[src/rtl/evt_comb_pkg.sv]
package evt_comb_pkg;

   localparam int KIND_W = 3;

   typedef enum logic [KIND_W-1:0] {
      K_FLAG   = 3'd0,
      K_SET    = 3'd1,
      K_CLR    = 3'd2,
      K_IMASK  = 3'd3,
      K_IMFLAG = 3'd4,
      K_XMASK  = 3'd5,
      K_XMFLAG = 3'd6,
      K_SWEVT  = 3'd7
   } reg_kind_e;

endpackage

[src/rtl/comb_group.sv]
module comb_group #(
   parameter int W = 32
) (
   input  logic         clk,
   input  logic         rst_n,
   input  logic [W-1:0] evt,
   input  logic [W-1:0] sw_hit,
   input  logic         set_we,
   input  logic         clr_we,
   input  logic         imask_we,
   input  logic         xmask_we,
   input  logic [W-1:0] wdata,
   output logic [W-1:0] flag,
   output logic [W-1:0] imask,
   output logic [W-1:0] xmask,
   output logic [W-1:0] imflag,
   output logic [W-1:0] xmflag
);

   logic [W-1:0] set_bits;
   logic [W-1:0] clr_bits;
   logic [W-1:0] flag_d;

   assign set_bits = set_we ? wdata : '0;
   assign clr_bits = clr_we ? wdata : '0;

   // clear first, then OR in new arrivals: a coincident event survives
   assign flag_d = (flag & ~clr_bits) | set_bits | evt | sw_hit;

   always_ff @(posedge clk or negedge rst_n) begin
      if (!rst_n) begin
         flag  <= '0;
         imask <= '1;
         xmask <= '1;
      end else begin
         flag <= flag_d;
         if (imask_we) imask <= wdata;
         if (xmask_we) xmask <= wdata;
      end
   end

   assign imflag = flag & ~imask;
   assign xmflag = flag & ~xmask;

endmodule

[src/rtl/comb_swevt_dec.sv]
module comb_swevt_dec #(
   parameter int NG = 4,
   parameter int W  = 32,
   localparam int BIT_W = $clog2(W),
   localparam int GRP_W = $clog2(NG),
   localparam int IDX_W = BIT_W + GRP_W
) (
   input  logic                  we,
   input  logic [IDX_W-1:0]      num,
   output logic [NG-1:0][W-1:0]  hit
);

   for (genvar g = 0; g < NG; g++) begin : g_grp
      logic sel;
      assign sel    = we && (num[IDX_W-1:BIT_W] == GRP_W'(g));
      assign hit[g] = sel ? (W'(1) << num[BIT_W-1:0]) : '0;
   end

endmodule

[src/rtl/comb_regsel.sv]
module comb_regsel
   import evt_comb_pkg::*;
#(
   parameter int NG = 4,
   parameter int W  = 32,
   localparam int GRP_W = $clog2(NG)
) (
   input  reg_kind_e             kind,
   input  logic [GRP_W-1:0]      grp,
   input  logic [NG-1:0][W-1:0]  flag,
   input  logic [NG-1:0][W-1:0]  imask,
   input  logic [NG-1:0][W-1:0]  xmask,
   input  logic [NG-1:0][W-1:0]  imflag,
   input  logic [NG-1:0][W-1:0]  xmflag,
   output logic [W-1:0]          rdata
);

   always_comb begin
      unique case (kind)
         K_FLAG:   rdata = flag[grp];
         K_IMASK:  rdata = imask[grp];
         K_IMFLAG: rdata = imflag[grp];
         K_XMASK:  rdata = xmask[grp];
         K_XMFLAG: rdata = xmflag[grp];
         default:  rdata = '0;
      endcase
   end

endmodule

[src/rtl/evt_combiner_bank.sv]
module evt_combiner_bank
   import evt_comb_pkg::*;
#(
   parameter int NUM_GROUPS = 4,
   parameter int GROUP_W    = 32,
   localparam int NUM_EVT = NUM_GROUPS * GROUP_W,
   localparam int GRP_W   = $clog2(NUM_GROUPS),
   localparam int IDX_W   = $clog2(NUM_EVT),
   localparam int ADDR_W  = KIND_W + GRP_W
) (
   input  logic                  clk,
   input  logic                  rst_n,
   input  logic [NUM_EVT-1:0]    evt_i,
   input  logic                  reg_we,
   input  logic [ADDR_W-1:0]     reg_addr,
   input  logic [GROUP_W-1:0]    reg_wdata,
   output logic [GROUP_W-1:0]    reg_rdata,
   output logic [NUM_GROUPS-1:0] irq_o,
   output logic                  exc_o
);

   if (NUM_GROUPS < 2 || (NUM_GROUPS & (NUM_GROUPS - 1)) != 0) begin : g_bad_ng
      $error("NUM_GROUPS must be a power of two, at least 2");
   end
   if (GROUP_W < 2 || (GROUP_W & (GROUP_W - 1)) != 0) begin : g_bad_w
      $error("GROUP_W must be a power of two, at least 2");
   end
   if (IDX_W > GROUP_W) begin : g_bad_idx
      $error("event number must fit in one data word");
   end

   reg_kind_e        kind;
   logic [GRP_W-1:0] grp;

   assign kind = reg_kind_e'(reg_addr[ADDR_W-1 -: KIND_W]);
   assign grp  = reg_addr[GRP_W-1:0];

   logic [NUM_GROUPS-1:0][GROUP_W-1:0] evt_grp;
   logic [NUM_GROUPS-1:0][GROUP_W-1:0] sw_hit;
   logic [NUM_GROUPS-1:0][GROUP_W-1:0] flag_all;
   logic [NUM_GROUPS-1:0][GROUP_W-1:0] imask_all;
   logic [NUM_GROUPS-1:0][GROUP_W-1:0] xmask_all;
   logic [NUM_GROUPS-1:0][GROUP_W-1:0] imflag_all;
   logic [NUM_GROUPS-1:0][GROUP_W-1:0] xmflag_all;
   logic [NUM_GROUPS-1:0]              exc_grp;

   assign evt_grp = evt_i;

   comb_swevt_dec #(
      .NG (NUM_GROUPS),
      .W  (GROUP_W)
   ) u_swdec (
      .we  (reg_we && kind == K_SWEVT),
      .num (reg_wdata[IDX_W-1:0]),
      .hit (sw_hit)
   );

   for (genvar g = 0; g < NUM_GROUPS; g++) begin : g_bank
      logic here;
      assign here = reg_we && (grp == GRP_W'(g));

      comb_group #(
         .W (GROUP_W)
      ) u_grp (
         .clk      (clk),
         .rst_n    (rst_n),
         .evt      (evt_grp[g]),
         .sw_hit   (sw_hit[g]),
         .set_we   (here && kind == K_SET),
         .clr_we   (here && kind == K_CLR),
         .imask_we (here && kind == K_IMASK),
         .xmask_we (here && kind == K_XMASK),
         .wdata    (reg_wdata),
         .flag     (flag_all[g]),
         .imask    (imask_all[g]),
         .xmask    (xmask_all[g]),
         .imflag   (imflag_all[g]),
         .xmflag   (xmflag_all[g])
      );

      assign irq_o[g]   = |imflag_all[g];
      assign exc_grp[g] = |xmflag_all[g];
   end

   assign exc_o = |exc_grp;

   comb_regsel #(
      .NG (NUM_GROUPS),
      .W  (GROUP_W)
   ) u_rsel (
      .kind   (kind),
      .grp    (grp),
      .flag   (flag_all),
      .imask  (imask_all),
      .xmask  (xmask_all),
      .imflag (imflag_all),
      .xmflag (xmflag_all),
      .rdata  (reg_rdata)
   );

endmodule

[config.mk]
export PLATFORM = sky130hd
export DESIGN_NAME = evt_combiner_bank
export DESIGN_NICKNAME = d
export VERILOG_FILES = /design/src/rtl/evt_comb_pkg.sv /design/src/rtl/comb_group.sv /design/src/rtl/comb_swevt_dec.sv /design/src/rtl/comb_regsel.sv /design/src/rtl/evt_combiner_bank.sv
export SDC_FILE = /design/constraint.sdc
export NUM_CORES = 1
export LEC_CHECK = 0
export BUFFER_PORTS_ARGS = -buffer_cell sky130_fd_sc_hd__buf_2
export CAP_MARGIN = 20
export CELL_PAD_IN_SITES_DETAIL_PLACEMENT = 1
export CELL_PAD_IN_SITES_GLOBAL_PLACEMENT = 2
export CORE_MARGIN = 8
export CORE_UTILIZATION = 42
export CTS_CLUSTER_SIZE = 30
export DETAILED_ROUTE_END_ITERATION = 10
export PLACE_DENSITY = 0.8
export SYNTH_ARGS = -nofsm -noshare
export SYNTH_HDL_FRONTEND = slang
export SYNTH_HIERARCHICAL = 1
export SYNTH_SLANG_ARGS = --single-unit
[constraint.sdc]
create_clock -name clk -period 1.65 [get_ports clk]
set_clock_uncertainty 0.05 [all_clocks]
set_input_delay 0.0825 -clock clk [delete_from_list [all_inputs] [get_ports clk]]
set_output_delay 0.0825 -clock clk [all_outputs]
set_load 0.02 [all_outputs]
==> Yosys cells after proc, flatten, opt, wreduce, memory -nomap -nowiden <==
Index checks and enable logic that the tools add are counted.
{ "word_totals": {"reg_bits": 384, "in_bits": 168, "output_inout_bits": 37, "wordCells": 119} }
{ "classes": {"order_cmp": 1, "eq_ne": 13, "shift": 1, "mux": 23, "bitwise": 36, "reduce_logical": 33} }
{ "op_table": {"columns": ["op", "count"], "rows": [
  ["$mux 32", 17],
  ["$and 32x32->32", 12],
  ["$not 32->32", 12],
  ["$or 32x32->32", 12],
  ["$bmux 32 s2", 5],
  ["$pmux 32 s5", 1],
  ["$reduce_or 128->1", 1],
  ["$reduce_or 32->1", 4],
  ["$shl 1x5->32 const A", 1],
  ["$logic_and 1x1->1", 25],
  ["$eq 3x3->1 const B", 4],
  ["$eq 2x2->1 const B", 4],
  ["$eq 3x2->1 const B", 2],
  ["$eq 2x1->1 const B", 2],
  ["$logic_not 2->1", 2],
  ["$eq 3x1->1 const B", 1],
  ["$logic_not 3->1", 1],
  ["$lt 2x3->1 const B", 1]
]} }

==> Longest topological paths before layout <==
{ "logic_depth": {"word_depth": 9, "mapped_depth": 6, "ltp_nobuf": 5} }

==> Modules after synthesis <==
The synthesis kept the hierarchy.
{ "by_module_without_submodules": {"columns": ["module", "instances", "cells_each", "area_per_inst_um2", "seq_area_each_um2"], "rows": [
  ["comb_group", 4, 302, 4311.6, 2482.4],
  ["comb_regsel", 1, 453, 5083.6, 0.0],
  ["comb_swevt_dec", 1, 205, 1088.5, 0.0],
  ["evt_combiner_bank", 1, 113, 671.9, 0.0]
]} }

==> Worst setup path after synthesis <==
No wires, ideal clock.
{ "synth_timing": {"path_type": "register -> output", "from": "register g_bank[3].u_grp.xmask[20]", "to": "output reg_rdata[20]", "arrival_ps": 1428, "t_required_ps": 1517, "path_slack_ps": 89, "stages_incl_launch_ff": 5, "n_path_buf": 0, "path_cell_list": "dfstp_2 -> nor2b_1 -> mux4_2 -> a22oi_2 -> nand4_1"} }
{ "synth_rtl": {"columns": ["element", "line", "text"], "rows": [
  ["from (decl)", "comb_group.sv:15", "output logic [W-1:0] xmask,"],
  ["from (signal assigned)", "comb_group.sv:38", "if (xmask_we) xmask <= wdata;"],
  ["to (decl)", "evt_combiner_bank.sv:17", "output logic [GROUP_W-1:0] reg_rdata,"]
]} }

==> flow_summary_export.csv <==
group,metric,value,unit
critical_path,critical_path_class,"reg2out",
clock_network,cts_buffers,48,
cells_and_area,drive_gt1_frac,0.603,
clock_network,clk_latency,0.58,ns
critical_path,path_max_fanout,2,
sta,setup_viol,37,
floorplanning,ioPinCount,205,
yosys,synth_common_cells,"mux2_2 (368), nor2b_1 (258), dfstp_2 (256)",
sta,period_minus_slack,2.81,ns
cells_and_area,syn_to_final_growth,42.0,%
critical_path,reg2reg_from,"g_bank[1].u_grp/flag[14]",
clock_network,clock_path_buffers,3,
global_routing,track_usage,0.345,
detailed_routing,num_vias,22772,
yosys,synthAdderAreaFrac,0,
power_and_ir_drop,p_leak,13.1,nW
yosys,synthSimpleGateAreaFrac,0.150,
floorplanning,rows,87,
critical_path,crit_start,"g_bank[2].u_grp/xmask[17]",
sta,setup_tns,-28.77,ns
detailed_routing,dr.pass1.iters,5,
critical_path,arrival,2.68,ns
power_and_ir_drop,fin_total_pwr,32.5,mW
yosys,synth_seq_cells,384,
floorplanning,die_height,255,um
placement,gp_congestion,0.954,
hold_path,min_path_type,"in2async",
clock_network,ctsHtreeMaxLevel,2,
sta,finalHoldViolations,0,
global_routing,antenna_found_initial,4,
floorplanning,dieArea,65300,um2
critical_path,end_kind,"output port",
yosys,ys.flop_type,"dfstp_2",
yosys,ys_types,39,
critical_path,start_kind,"register",
cells_and_area,final_area,34200,um2
global_routing,grt_pass1_wl,172000,um
sta,max_slew_margin,0.593,
yosys,ys_async_sr_fraction,1.00,
floorplanning,core_area,56600,um2
yosys,yosysSeqAreaShare,0.412,
cells_and_area,nets,2910,
cells_and_area,final_core_util,0.604,
yosys,synth-xor-area-share,0,
global_routing,grt_max_degree,104,
clock_network,cts_tree,"yes",
power_and_ir_drop,power_density,950,nW/um2
clock_network,cts.clk_slew.worst_paths,0.06,ns
yosys,synth.area.mux_share,0.269,
sta,report.final.slew_viol_count,0,
detailed_routing,dr.first_iter.drc_count,1867,
sta,layout_setup_ws,-1.16,ns
yosys,yosysWarnings,6,
placement,hpwl,81100,um
detailed_routing,wire_per_inst,33.1,um
placement,io_buffers,204,
detailed_routing,viasPerCell,6.44,
sta,max_freq,356,MHz
floorplanning,start_util,0.426,
sta,rsz0062_at_grt,"true",
global_routing,overflow,0,
floorplanning,dieWidth,255,um
yosys,synth_cells,1979,
clock_network,root_buffer,"clkbuf_16",
critical_path,crit_required,1.52,ns
yosys,synth_most_common_cell,"mux2_2",
global_routing,grt_pass1_vias,25212,
clock_network,cts_num_sinks,384,
sta,min_period_over_period,1.70,
yosys,syn_area,24100,um2
flow_run,cap_violations,0,
sta,tightest_slew,0.611,ns
detailed_routing,wirelength,117000,um
yosys,synth_top_family_by_area,"multiplexers",
detailed_routing,detail-route-antenna-nets,0,
run_status,status,"finished, violations left",
yosys,syn-num-nets,2147,
yosys,synth.top_cell.area_share,0.279,
yosys,synth_area_per_cell,12.2,um2
power_and_ir_drop,ir_drop,0.000752,V
detailed_routing,drc,0,
placement,place_area,29400,um2
yosys,synth-compound-area-share,0.131,
yosys,synth_area_leaders,"dfstp_2 (28%), mux2_2 (17%), dfrtp_1 (13%)",
yosys,synth_edf_count,0,
run_status,violations,"negative setup slack",
yosys,synth.largest_area_cell,"dfstp_2",
-- placed cells by master (no fill, tap or decap), types with 14 or more instances in the layout --
master,Yosys,routed
dfrtp_1,128,114
nor4_2,1,14
a22oi_2,8,33
clkbuf_8,0,17
nor2b_1,258,181
a21boi_0,128,128
mux4_2,96,96
nand2_1,40,39
mux2_2,368,367
clkbuf_16,0,49
a2111o_1,128,128
buf_6,29,52
buf_4,3,413
nor2_1,93,81
nor2b_4,0,40
dlygate4sd3_1,0,158
nor2b_2,0,37
nor3_1,47,42
dfrtp_2,0,14
mux2_1,16,16
buf_2,47,164
nor4_1,68,46
buf_12,1,69
a22oi_1,88,63
dfstp_2,256,256
nand4_1,52,52
-- sequential cells by signal (all words and copies together) (netlist names) --
register	flops
g_bank.u_grp/flag	128
g_bank.u_grp/imask	128
g_bank.u_grp/xmask	128
-- critical path: stages (launching register included) --
cell	delay [ns]
dfstp_2	0.55
nor2b_4	0.05
nor4_4	0.40
buf_4	0.19
nand4_1	0.19
nor4_4	0.37
nand2_2	0.16
buf_6	0.17
-- worst paths after layout --
check	depth (start not counted)	end	slack, ns
worst max-delay path	7	exc_o	-1.16
worst max register to register	3	g_bank[1].u_grp/flag[14]	0.08
worst min-delay path	2	g_bank[0].u_grp/xmask[25]	0.03
max in group asynchronous	3	g_bank[0].u_grp/flag[28]	0.74
min in group clk	3	g_bank[1].u_grp/flag[1]	0.07
worst min register to register	1	g_bank[1].u_grp/xmask[8]	0.57
-- what timing repair did --
action,in CTS,in global routing
setup buffers,64,12
pin swaps,81,53
hold endpoints to repair,625,0
gates resized for setup,236,49
endpoints found under the setup margin,37,38
hold buffers,158,0
-- area by class of cell --
type | instances | area (um2)
diodes | 2 | 5.00
multi-input cells | 1448 | 14200
repair buffers | 860 | 7540
clock inverters | 11 | 105
flip-flops and latches | 384 | 9950
clock buffers | 77 | 1500
well taps | 756 | 946
fillers | 5667 | 22400
-- report_power, final --
| group | switching [mW] | leakage, nW | internal, mW |
|---|---|---|---|
| Clock | 4.42 | 0.803 | 6.50 |
| Sequential | 1.10 | 3.80 | 11.6 |
| Combinational | 4.22 | 8.55 | 4.63 |
| Total | 9.75 | 13.1 | 22.7 |
-- per-stage QoR --
| step | setup slack, ns | cells | hold slack (ns) |
|---|---|---|---|
| after floorplan | 0.0892 | 1979 | -0.263 |
| after global placement | -1.16 | 3218 | -0.131 |
| after detailed placement | -1.05 | 3218 | -0.133 |
| after CTS | -1.18 | 3526 | 0.0146 |
| after global routing | -1.25 | 3537 | 0.0499 |
| final | -1.16 | 3538 | 0.0339 |
-- cell families after synthesis --
family	Yosys count
AND/OR/NAND/NOR	616
multiplexers	480
flip-flops	384
AO/OA/AOI/OAI	352
buffers and inverters	147
-- routing by layer --
metal,GRT usage,part of all wire
met3,0.0780,0.083
met2,0.565,0.47
met4,0.200,0.064
met5,0,0.00028
met1,0.416,0.38
No activity file was read; power rests on OpenSTA's default activity.
